**src/rtl/acc_pkg.sv**
```systemverilog
package acc_pkg;

  localparam int OPC_W = 3;

  typedef enum logic [OPC_W-1:0] {
    OP_ADDR  = 3'd0,
    OP_LOAD  = 3'd1,
    OP_STORE = 3'd2,
    OP_ADD   = 3'd3,
    OP_SUB   = 3'd4,
    OP_JUMP  = 3'd5,
    OP_JUMPZ = 3'd6,
    OP_BAD   = 3'd7
  } opcode_e;

  typedef enum logic [1:0] {
    FN_PASS = 2'd0,
    FN_ADD  = 2'd1,
    FN_SUB  = 2'd2
  } alu_fn_e;

  typedef struct packed {
    alu_fn_e fn;
    logic    acc_we;
    logic    store;
    logic    jump;
    logic    force_z;
    logic    bad;
  } ctrl_t;

endpackage

```
**src/rtl/acc_decode.sv**
```systemverilog
module acc_decode
  import acc_pkg::*;
(
  input  logic [OPC_W-1:0] opc,
  output ctrl_t            ctrl
);

  always_comb begin
    ctrl = '{fn: FN_PASS, acc_we: 1'b0, store: 1'b0, jump: 1'b0,
             force_z: 1'b0, bad: 1'b0};
    case (opcode_e'(opc))
      OP_ADDR:  ;
      OP_LOAD:  ctrl.acc_we = 1'b1;
      OP_STORE: ctrl.store  = 1'b1;
      OP_ADD: begin
        ctrl.fn     = FN_ADD;
        ctrl.acc_we = 1'b1;
      end
      OP_SUB: begin
        ctrl.fn     = FN_SUB;
        ctrl.acc_we = 1'b1;
      end
      OP_JUMP: begin
        ctrl.jump    = 1'b1;
        ctrl.force_z = 1'b1;
      end
      OP_JUMPZ: ctrl.jump = 1'b1;
      default:  ctrl.bad  = 1'b1;
    endcase
  end

endmodule

```
**src/rtl/acc_alu.sv**
```systemverilog
module acc_alu
  import acc_pkg::*;
#(
  parameter int DATA_W = 16
) (
  input  alu_fn_e           fn,
  input  logic [DATA_W-1:0] a,
  input  logic [DATA_W-1:0] b,
  input  logic              force_z,
  output logic [DATA_W-1:0] y,
  output logic              z
);

  always_comb begin
    case (fn)
      FN_ADD:  y = a + b;
      FN_SUB:  y = a - b;
      default: y = b;
    endcase
  end

  assign z = force_z | (y == '0);

endmodule

```
**src/rtl/acc_next_pc.sv**
```systemverilog
module acc_next_pc #(
  parameter int ADDR_W = 12
) (
  input  logic [ADDR_W-1:0] pc_q,
  input  logic              jump,
  input  logic              zero,
  input  logic [ADDR_W-1:0] target,
  output logic [ADDR_W-1:0] pc_d
);

  logic taken;

  assign taken = jump & zero;
  assign pc_d  = taken ? target : pc_q + ADDR_W'(1);

endmodule

```
**src/rtl/acc_core.sv**
```systemverilog
module acc_core
  import acc_pkg::*;
#(
  parameter int DATA_W = 16,
  parameter int ADDR_W = 12
) (
  input  logic              clk,
  input  logic              rst,
  output logic [ADDR_W-1:0] rom_addr,
  input  logic [DATA_W-1:0] rom_data,
  output logic [ADDR_W-1:0] ram_addr,
  input  logic [DATA_W-1:0] ram_rdata,
  output logic [DATA_W-1:0] ram_wdata,
  output logic              ram_we,
  output logic              illegal
);

  localparam int CONST_W = DATA_W - OPC_W - 1;
  localparam int SRC_BIT = CONST_W;
  localparam int PAD_W   = DATA_W - CONST_W;

  logic [ADDR_W-1:0] pc_q, pc_d, addr_q;
  logic [DATA_W-1:0] acc_q;
  logic              rw_q, bad_q;

  logic [OPC_W-1:0]   opc;
  logic               src_mem;
  logic [CONST_W-1:0] cnst;
  logic [DATA_W-1:0]  opnd_b, alu_y;
  logic               alu_z, halt;
  ctrl_t              ctrl;

  // instruction fields
  assign opc     = rom_data[DATA_W-1 -: OPC_W];
  assign src_mem = rom_data[SRC_BIT];
  assign cnst    = rom_data[CONST_W-1:0];

  // operand select: zero-extended constant or RAM word
  assign opnd_b = src_mem ? ram_rdata : {{PAD_W{1'b0}}, cnst};

  acc_decode u_dec (
    .opc  (opc),
    .ctrl (ctrl)
  );

  acc_alu #(.DATA_W(DATA_W)) u_alu (
    .fn      (ctrl.fn),
    .a       (acc_q),
    .b       (opnd_b),
    .force_z (ctrl.force_z),
    .y       (alu_y),
    .z       (alu_z)
  );

  acc_next_pc #(.ADDR_W(ADDR_W)) u_pc (
    .pc_q   (pc_q),
    .jump   (ctrl.jump),
    .zero   (alu_z),
    .target (opnd_b[ADDR_W-1:0]),
    .pc_d   (pc_d)
  );

  assign halt = ctrl.bad | bad_q;

  always_ff @(posedge clk) begin
    if (rst) begin
      pc_q   <= '0;
      addr_q <= '0;
      acc_q  <= '0;
      rw_q   <= 1'b1;
      bad_q  <= 1'b0;
    end else begin
      bad_q <= halt;
      if (halt) begin
        rw_q <= 1'b1;
      end else begin
        pc_q   <= pc_d;
        addr_q <= opnd_b[ADDR_W-1:0];
        rw_q   <= ~ctrl.store;
        if (ctrl.acc_we) acc_q <= alu_y;
      end
    end
  end

  assign rom_addr  = pc_q;
  assign ram_addr  = addr_q;
  assign ram_wdata = acc_q;
  assign ram_we    = ~rw_q;
  assign illegal   = bad_q;

endmodule

```
**config.mk**
```make
export PLATFORM = sky130hd
export DESIGN_NAME = acc_core
export DESIGN_NICKNAME = d
export VERILOG_FILES = /design/src/rtl/acc_pkg.sv /design/src/rtl/acc_decode.sv /design/src/rtl/acc_alu.sv /design/src/rtl/acc_next_pc.sv /design/src/rtl/acc_core.sv
export SDC_FILE = /design/constraint.sdc
export NUM_CORES = 1
export LEC_CHECK = 0
export BUFFER_PORTS_ARGS = -buffer_cell sky130_fd_sc_hd__buf_2
export CORE_MARGIN = 4
export CORE_UTILIZATION = 46
export CTS_CLUSTER_SIZE = 20
export DETAILED_ROUTE_END_ITERATION = 10
export GPL_TIMING_DRIVEN = 0
export PLACE_DENSITY = 0.73
export SLEW_MARGIN = 10
export SYNTH_ARGS = -nofsm -noshare
export SYNTH_HDL_FRONTEND = slang
export SYNTH_SLANG_ARGS = --single-unit
export TNS_END_PERCENT = 1
```
**constraint.sdc**
```tcl
create_clock -name clk -period 5.8 [get_ports clk]
set_clock_uncertainty 0.2 [all_clocks]
set_input_delay 1.16 -clock clk [delete_from_list [all_inputs] [get_ports clk]]
set_output_delay 1.16 -clock clk [all_outputs]
set_load 0.005 [all_outputs]
```
==> results.md, run 1 <==
Status:
- The flow ran to the end, and the final reports show no timing, DRC or antenna violations.

Setup path:
- The count of buffer and inverter cells on the critical path is 2.
- The critical path in this run is classified as input port to flop.
- STA puts the critical path data required time at 5800 ps.
- The family with the most delay on the worst path is simple AND/OR/NAND/NOR gates.
- The worst setup path is launched from an input port.
- The most numerous cell type found on the critical path is and4_1.
- Traced cell by cell, the critical path runs through buf_2 -> buf_8 -> mux2i_2 -> and4_1 -> and3_1 -> nor2_1 -> xor2_1 -> ha_1 -> and4_1 -> nand2_1 -> o2bb2ai_2 -> a2111oi_1 -> nor3_1 -> nor4bb_1 -> nand3_2 -> nand2_2 -> mux2_2 -> a311o_1.
- For the worst setup path, the data arrival time is around 5600 ps.
- The critical path capture point type is a flop.
- The slowest stage of the critical path is the mux2i_2 cell.
- In this design, the stage delay of the slowest critical-path cell is 510 ps.
- Along the worst path, the maximum fanout reaches 10.

Place:
- At the end of routability-driven placement, the weighted congestion stood at ~0.89.
- The HPWL after detailed placement is 7.88 mm.
- Timing analysis after detailed placement gives a worst setup slack of -528 ps.
- The number of port buffers is 71.

Synthesis:
- The number of synthesis warnings is 0.
- The most frequent cell after synthesis is nor2_1.
- The count of flip-flops with a built-in enable after synthesis is 0.
- The number of synthesized register bits is 42.
- The area share of the largest cell type after synthesis is 25.7%.
- Counting flops with an async set or reset pin after synthesis yields a share of 0%.
- The gate count of the mapped netlist is 429.
- The primary flip-flop cell chosen by synthesis mapping is dfxtp_1.
- Of the synthesized area, sequential elements account for 25.7%.
- The library cell occupying the most area in the post-synthesis netlist is dfxtp_1.
- Sorting the synthesized cells by area gives the leading types as dfxtp_1 26%, ha_1 6.5%, nor2_1 6.3%, a211oi_1 5.5%, mux2i_1 4.9%.
- The number of nets in the synthesized netlist is about 480.
- The post-synthesis cell area is 3270 µm².
- After synthesis, the most frequently instantiated cells are 55 x nor2_1, 42 x dfxtp_1, 36 x nand2_1, 29 x a21oi_1.
- The distinct cell type count after synthesis is 57.
- A synthesized cell averages 7.63 µm².

Pwr:
- The internal power of the cells totals around 630 µW.
- The power per cell area is about 240 nW/µm².
- Of the total power, combinational logic draws 35.0%.
- The share of total power in sequential cells is 34.5%.
- Of the total power, the share spent switching nets is 34.7%.
- The clock network burns 30.5% of the power.
- Across the VDD grid, the largest voltage drop is 0.000150 V.
- Power comes to 963 µW.
- The analysis attributes to cell leakage a power of 0.00178 µW.
- The net switching component of the power is 334 µW.

Floorplan:
- The die covers 8530 µm².
- The placeable core area is 6870 µm².
- The die is about 92 µm tall.
- In this run the horizontal extent of the chip is 92.3 µm.
- The initial utilization of the core area, before any placement, comes to between 40% and 50%.
- The number of placed I/O pins is 76.
- After floorplanning, the core was divided into 30 placement rows.

GRT:
- The number of antenna violations at the first check in global routing came to 0.
- The number of global-route vias before repair is 3441.
- Across every metal layer, demand over resource in global routing totals between 20 and 25%.
- The total congestion overflow after global routing is 0.
- The maximum number of pins on one net before global-route repair is 15.
- The first global-routing pass estimated between 15 and 20 mm of wire.

Detailed routing:
- The met2 wire length is 5.06 mm.
- The routed layout has about 3700 vias.
- The total length of routed wires is 10.7 mm.
- The per-cell routed wire length is roughly 18 µm.
- The met1 wire length is 4.52 mm.
- The ratio of routed vias to standard cells is 6.16.
- The highest metal layer with signal wires is met4.
- The detailed router's first-iteration violation count is 259.
- The number of DRC violations after detailed routing is 0.
- The post-detailed-route count of antenna-violating nets is 0.
- The routed design uses 952 µm of met3 wire.
- The first TritonRoute pass finished after 6 iterations.

Clock network:
- TritonCTS built the clock tree.
- CTS placed an instance of clkbuf_8 at the clock tree root.
- In this run, post-CTS hold repair placed 0 buffers.
- The longest clock path from root to sink contains 2 buffers.
- TritonCTS created 5 clock buffers.
- The maximum level of the CTS H-tree is 2.
- At the later pin of the worst-skew pair, clock insertion delay measures 320 ps.
- The CTS sink count is 42.
- After clock tree synthesis, the clock-pin slew on the worst setup and hold paths is 90 ps.

Timing:
- Setup repair after global routing left no endpoint under its margin.
- The number of hold violations in the final report was 0.
- Final hold analysis gives a worst-case slack of around 300 ps.
- The smallest clock period supported by the final layout is computed as 5570 ps.
- Based on the critical path, the design can be clocked at up to 180 MHz.
- The relative max-transition margin is 29.3%.
- The total negative slack is 0 ps.
- The number of endpoints failing setup at the final stage is 0.
- The share of the clock period used by the worst path after layout is ~96%.
- The slew at the pin with the worst max-slew slack is 1030 ps.
- The final max-slew violation count came to 0.
- The smallest setup slack after layout is 230 ps.

Layout:
- In the final layout, the share of cells above drive strength 1 is 21.9%.
- The antenna diode count is 0.
- The area growth from synthesis to layout is 22.6%.
- The net count of the finished layout is 562.
- Once layout is complete, the utilization of the core stands at about three fifths.

Run:
- The count of max-cap constraint violations is 0.

Hold path:
- The class of the tightest hold or removal check is flop to flop.
worst min-delay path: cells and delay by family, from the launching register on:
kind / cells / cell delay [ps]
flops: 1 / 320
simple gates: 1 / 90
compound gates: 1 / 50
repair_timing:
action,4_1_cts,5_1_grt
setup buffers,0,3
endpoints found under the setup margin,7,12
pin swaps,0,1
resized for setup,5,21
layer usage:
| layer | track usage, % | vias to the layer above |
|---|---|---|
| met5 | 0 | - |
| met4 | 6.93 | 0 |
| met3 | 4.31 | 14 |
| met2 | 38.7 | 202 |
| met1 | 34.7 | 1751 |
| li1 | - | 1772 |
worst paths after layout:
check,from,slack [ps],depth (start not counted),end
min,ram_addr[10],300,2,ram_addr[10]
max reg2reg,ram_wdata[0],1880,14,rom_addr[2]
max,rom_data[12],230,18,rom_addr[2]
min reg2reg,ram_addr[10],300,2,ram_addr[10]
kinds of logic after synthesis:
kind of cell / Yosys count / synth area share [%]
and+or+nand+nor: 172 / 26.0
AOI/OAI and AO/OA: 124 / 25.1
DFF: 42 / 25.7
muxes: 18 / 5.58
adders and majority gates: 18 / 7.11
buffers and inverters: 33 / 4.59
xor gates and xnor gates: 22 / 5.89
layout make-up:
cell class,count,area [µm²]
Fill cell,650,2860
Multi-Input combinational cell,354,2370
Sequential cell,42,841
Timing Repair Buffer,74,378
Buffer,26,140
Tap cell,96,120
Clock buffer,5,68.8
Clock inverter,3,68.8
Inverter,7,26.3
power by group through the flow:
stage	sequential (µW)	combinational [µW]	clock [µW]
floorplan	338	217	0
global placement	338	304	0
detailed placement	339	310	0
CTS	332	314	296
global route	336	374	304
finish	332	337	294
registers in the layout, indices dropped and copies added, names as in the netlist:
name and flops:
ram_wdata 16, ram_addr 12, rom_addr 12, rw_q 1
illegal 1
layout by cell type, fill, tap and decap left out, types with 8 or more instances in the layout:
master	synthesis	routed
a211oi_1	24	24
a21o_1	10	10
a21oi_1	29	29
a31oi_1	8	8
and3_1	10	10
buf_2	3	73
clkbuf_1	18	15
dfxtp_1	42	42
ha_1	17	16
mux2i_1	16	9
nand2_1	36	36
nand3_1	14	14
nor2_1	55	55
nor3_1	16	16
o21ai_0	24	24
xnor2_1	11	10
xor2_1	11	11
stage by stage:
step	instance area (µm²)	instances
after floorplan	3270	429
after global placement	3750	596
after detailed placement	3750	596
after CTS	3900	604
after global routing	4010	607
final	4010	607
Note: power is estimated with default switching activity, not from simulation.
==> inputs of run 2 (changes only) <==
--- a/config.mk
+++ b/config.mk
@@ -8,10 +8,9 @@
 export BUFFER_PORTS_ARGS = -buffer_cell sky130_fd_sc_hd__buf_2
 export CORE_MARGIN = 4
 export CORE_UTILIZATION = 46
-export CTS_CLUSTER_SIZE = 20
 export DETAILED_ROUTE_END_ITERATION = 10
 export GPL_TIMING_DRIVEN = 0
-export PLACE_DENSITY = 0.73
+export PLACE_DENSITY = 0.7
 export SLEW_MARGIN = 10
 export SYNTH_ARGS = -nofsm -noshare
 export SYNTH_HDL_FRONTEND = slang
==> constraint.sdc (replaced) <==
create_clock -name clk -period 5.2 [get_ports clk]
set_clock_uncertainty 0.2 [all_clocks]
set_input_delay 1.04 -clock clk [delete_from_list [all_inputs] [get_ports clk]]
set_output_delay 1.04 -clock clk [all_outputs]
set_load 0.005 [all_outputs]
==> run 2 against run 1 <==
  * Final area increased by 6.0%
  * Worst setup slack worse by 140 ps
  * Die area unchanged
  * Non-clock buffer count rose by 10
  * Wire length grew 3.8%
  * Utilization is 3.5 points higher
  * Worst hold slack got worse by 3.7 ps
  * Combinational power increased by 22%
  * Clock power decreased by 20%
  * Power rose by 5.7%
  * Sequential power grew 12%
  * Critical path type unchanged
  * Critical endpoint unchanged
==> results.md, run 2 (same netlist as run 1, synthesis figures left out) <==
Timing:
- The highest attainable clock frequency is 196 MHz.
- The number of hold violations in the final report was 0.
- The smallest setup slack after layout is between 90 and 100 ps.
- Summed over all failing endpoints, the final setup total negative slack is 0 ps.
- The slew at the pin with the worst max-slew slack is 1030 ps.
- The final period demand of the worst path is roughly 5000 ps.
- The final max-slew violation count is 0.
- The share of the clock period used by the worst path after layout is between 90% and 100%.
- The worst pin sits at a relative slew slack of 31.2%.
- Setup violations remaining at the end of the flow were counted as 0.
- Setup repair after global routing could not meet its margin everywhere.

Place:
- The number of port buffers is 71.
- The weighted congestion reported at the end of routability-driven placement is 0.958.
- The HPWL after detailed placement is 7.90 mm.
- The instance count after placement with tap cells included is 596.
- Timing analysis after detailed placement gives a worst setup slack of -921 ps.

Clock network:
- The maximum level of the CTS H-tree is 2.
- The clock tree from TritonCTS is yes.
- The maximum clock path buffer count is 2.
- The clock drives 42 sinks.
- Buffers inserted during clock tree synthesis total 5.
- The latest clock arrival within the worst-skew pair is 310 ps.
- The clock input transition at the sequential cells of the worst setup and hold paths is roughly 90 ps.
- The tree is rooted in a clkbuf_8.

Setup path:
- The maximum fanout along the worst path is 8.
- The class of the most critical setup path is input port to flop.
- The slowest cell on the critical path is ha_1.
- At the worst endpoint, the required time is 5200 ps.
- The data arrival time of the critical path is roughly 5000 ps.
- Walking the worst path, the cells encountered are buf_8 -> buf_12 -> mux2i_4 -> and4_1 -> and3_4 -> nor2_1 -> xor2_1 -> ha_1 -> and4_1 -> nand2_1 -> o2bb2ai_4 -> nor3_1 -> nor2_1 -> nor4bb_2 -> nand3_2 -> nand2_2 -> mux2_2 -> a311o_1.
- The delay of the slowest cell on the worst path is 420 ps.
- In this run the critical register-to-register path is launched from ram_wdata[0].
- The worst reg-to-reg setup slack is roughly 1400 ps.
- Measured in cells, the most critical reg-to-reg path has a length of 14.
- The end of the worst register-to-register path is rom_addr[2].
- The critical path capture point type is a flop.
- The worst setup path endpoint is rom_addr[2].
- The critical path starts at rom_data[12].
- The startpoint kind of the worst setup timing path is an input port.

GRT:
- The number of antenna violations at the first check in global routing was 0.
- The number of global-route vias before repair came to between 3000 and 4000.
- In the global route stage, overall resource usage came out at between 20% and 30%.
- The first global-routing pass estimated 16.9 mm of wire.
- The total congestion overflow after global routing is 0.
- The maximum number of pins on one net before global-route repair is 16.

Floorplan:
- The initial cell density of the core is between 40% and 50%.
- Measured along the x axis, the die boundary spans about 92 µm.
- The placeable core area is 6870 µm².
- The number of placed I/O pins is 76.
- The number of standard-cell rows in the floorplan is 30.
- The die area is 8530 µm².
- The die is 92.3 µm tall.

Status:
- The flow ran to the end, and the final reports show no timing, DRC or antenna violations.

Layout:
- The antenna diode count is 0.
- Relative to the synthesized area, the layout overhead comes to 30.0%.
- After the last flow step, the layout net total stands at between 500 and 600.
- The register with the most flip-flops in the layout has 16 of them.
- Leaving out fill and tap cells, the most frequent cell in the layout is buf_2.
- The filler-free cell count of the finished design is about 620.
- In the layout the commonest cells are 74 x buf_2, 55 x nor2_1, 42 x dfxtp_1.
- The layout cell share with drive strength beyond 1 is about a quarter.

Detailed routing:
- The first TritonRoute pass finished after 5 iterations.
- The detailed router's first-iteration violation count is 351.
- The number of DRC violations after detailed routing is 0.
- The post-detailed-route count of antenna-violating nets is 0.
- After detailed routing, the number of vias per cell comes to between 6 and 7.
- The per-cell routed wire length is 17.9 µm.
- The routed layout has 3774 vias.
- The total length of routed wires is ~11 mm.

Hold path:
- The class of the tightest hold or removal check is flop to flop.

Pwr:
- The largest vdd supply drop is roughly 0.00010 V.
- The analysis attributes to cell leakage a power of 0.00183 µW.
- For this design the ratio of total power to cell area is 239 nW/µm².

Run:
- Max-cap violations in this run came to 0.
==> run 2: changes by cell type in the layout (fill, tap and decap cells not counted), moves of 5 or more <==
cell     delta
buf_4       +8
mux2i_4     +7
o21ai_1     +5
o21ai_0     -6
mux2i_1     -5
==> run 2: worst max-delay path: cells and delay by family <==
family / cells / cell delay (ps)
and+or+nand+nor: 10 / 1900
muxes: 2 / 710
buffers and inverters: 2 / 320
AOI/OAI and AO/OA: 2 / 540
xor gates and xnor gates: 1 / 150
adders and majority gates: 1 / 420
==> run 2: through the flow <==
step | total power, µW | hold WS, ps | util (%) | instance area (µm²)
3_5_place_dp | 727 | 288 | 55.0 | 3780
4_1_cts | 982 | 302 | 58.8 | 4040
6_report | 1020 | 299 | 61.9 | 4250
5_1_grt | 1080 | 320 | 61.9 | 4250
2_1_floorplan | 623 | 277 | - | 3300
3_3_place_gp | 722 | 284 | 55.0 | 3780
==> run 2: routing by layer <==
| metal | track usage, % | wire [µm] | vias to the layer above |
|---|---|---|---|
| met5 | 0 | 0 | - |
| met4 | 8.91 | 347 | 0 |
| met3 | 3.90 | 878 | 32 |
| met2 | 38.4 | 4990 | 201 |
| met1 | 35.3 | 4850 | 1756 |
| li1 | - | - | 1785 |
==> run 2: area by class of cell <==
cell class	instances	area, µm²
Fill cell	596	2620
Buffer	26	161
Clock inverter	3	25.0
Inverter	7	26.3
Tap cell	96	120
Timing Repair Buffer	84	483
Clock buffer	5	68.8
Multi-Input combinational cell	354	2530
Sequential cell	42	841
==> run 2: worst min path at each step <==
stage	start	to	slack, ps	cells after the start
6_report	ram_addr[4]	ram_addr[4]	300	2
2_1_floorplan	rom_addr[1]	rom_addr[1]	280	2
4_1_cts	ram_addr[4]	ram_addr[4]	300	2
3_5_place_dp	ram_addr[4]	ram_addr[4]	290	2
5_1_grt	ram_addr[3]	ram_addr[3]	320	2
3_3_place_gp	ram_addr[3]	ram_addr[3]	280	2
==> run 2: report_power, final <==
part | total [µW] | switching, µW | internal (µW)
clock | 235 | 138 | 97.2
combinational | 412 | 230 | 182
sequential | 371 | 22.5 | 348
total | 1020 | 391 | 628
==> run 2: what timing repair did <==
| action | in CTS | in global routing |
|---|---|---|
| gates cloned | 0 | 1 |
| hold buffers | 0 | 0 |
| hold endpoints to repair | 0 | 0 |
| endpoints found under the setup margin | 12 | 12 |
| buffers inserted | 5 | 7 |
| pin swaps | 2 | 11 |
| gates resized for setup | 24 | 31 |
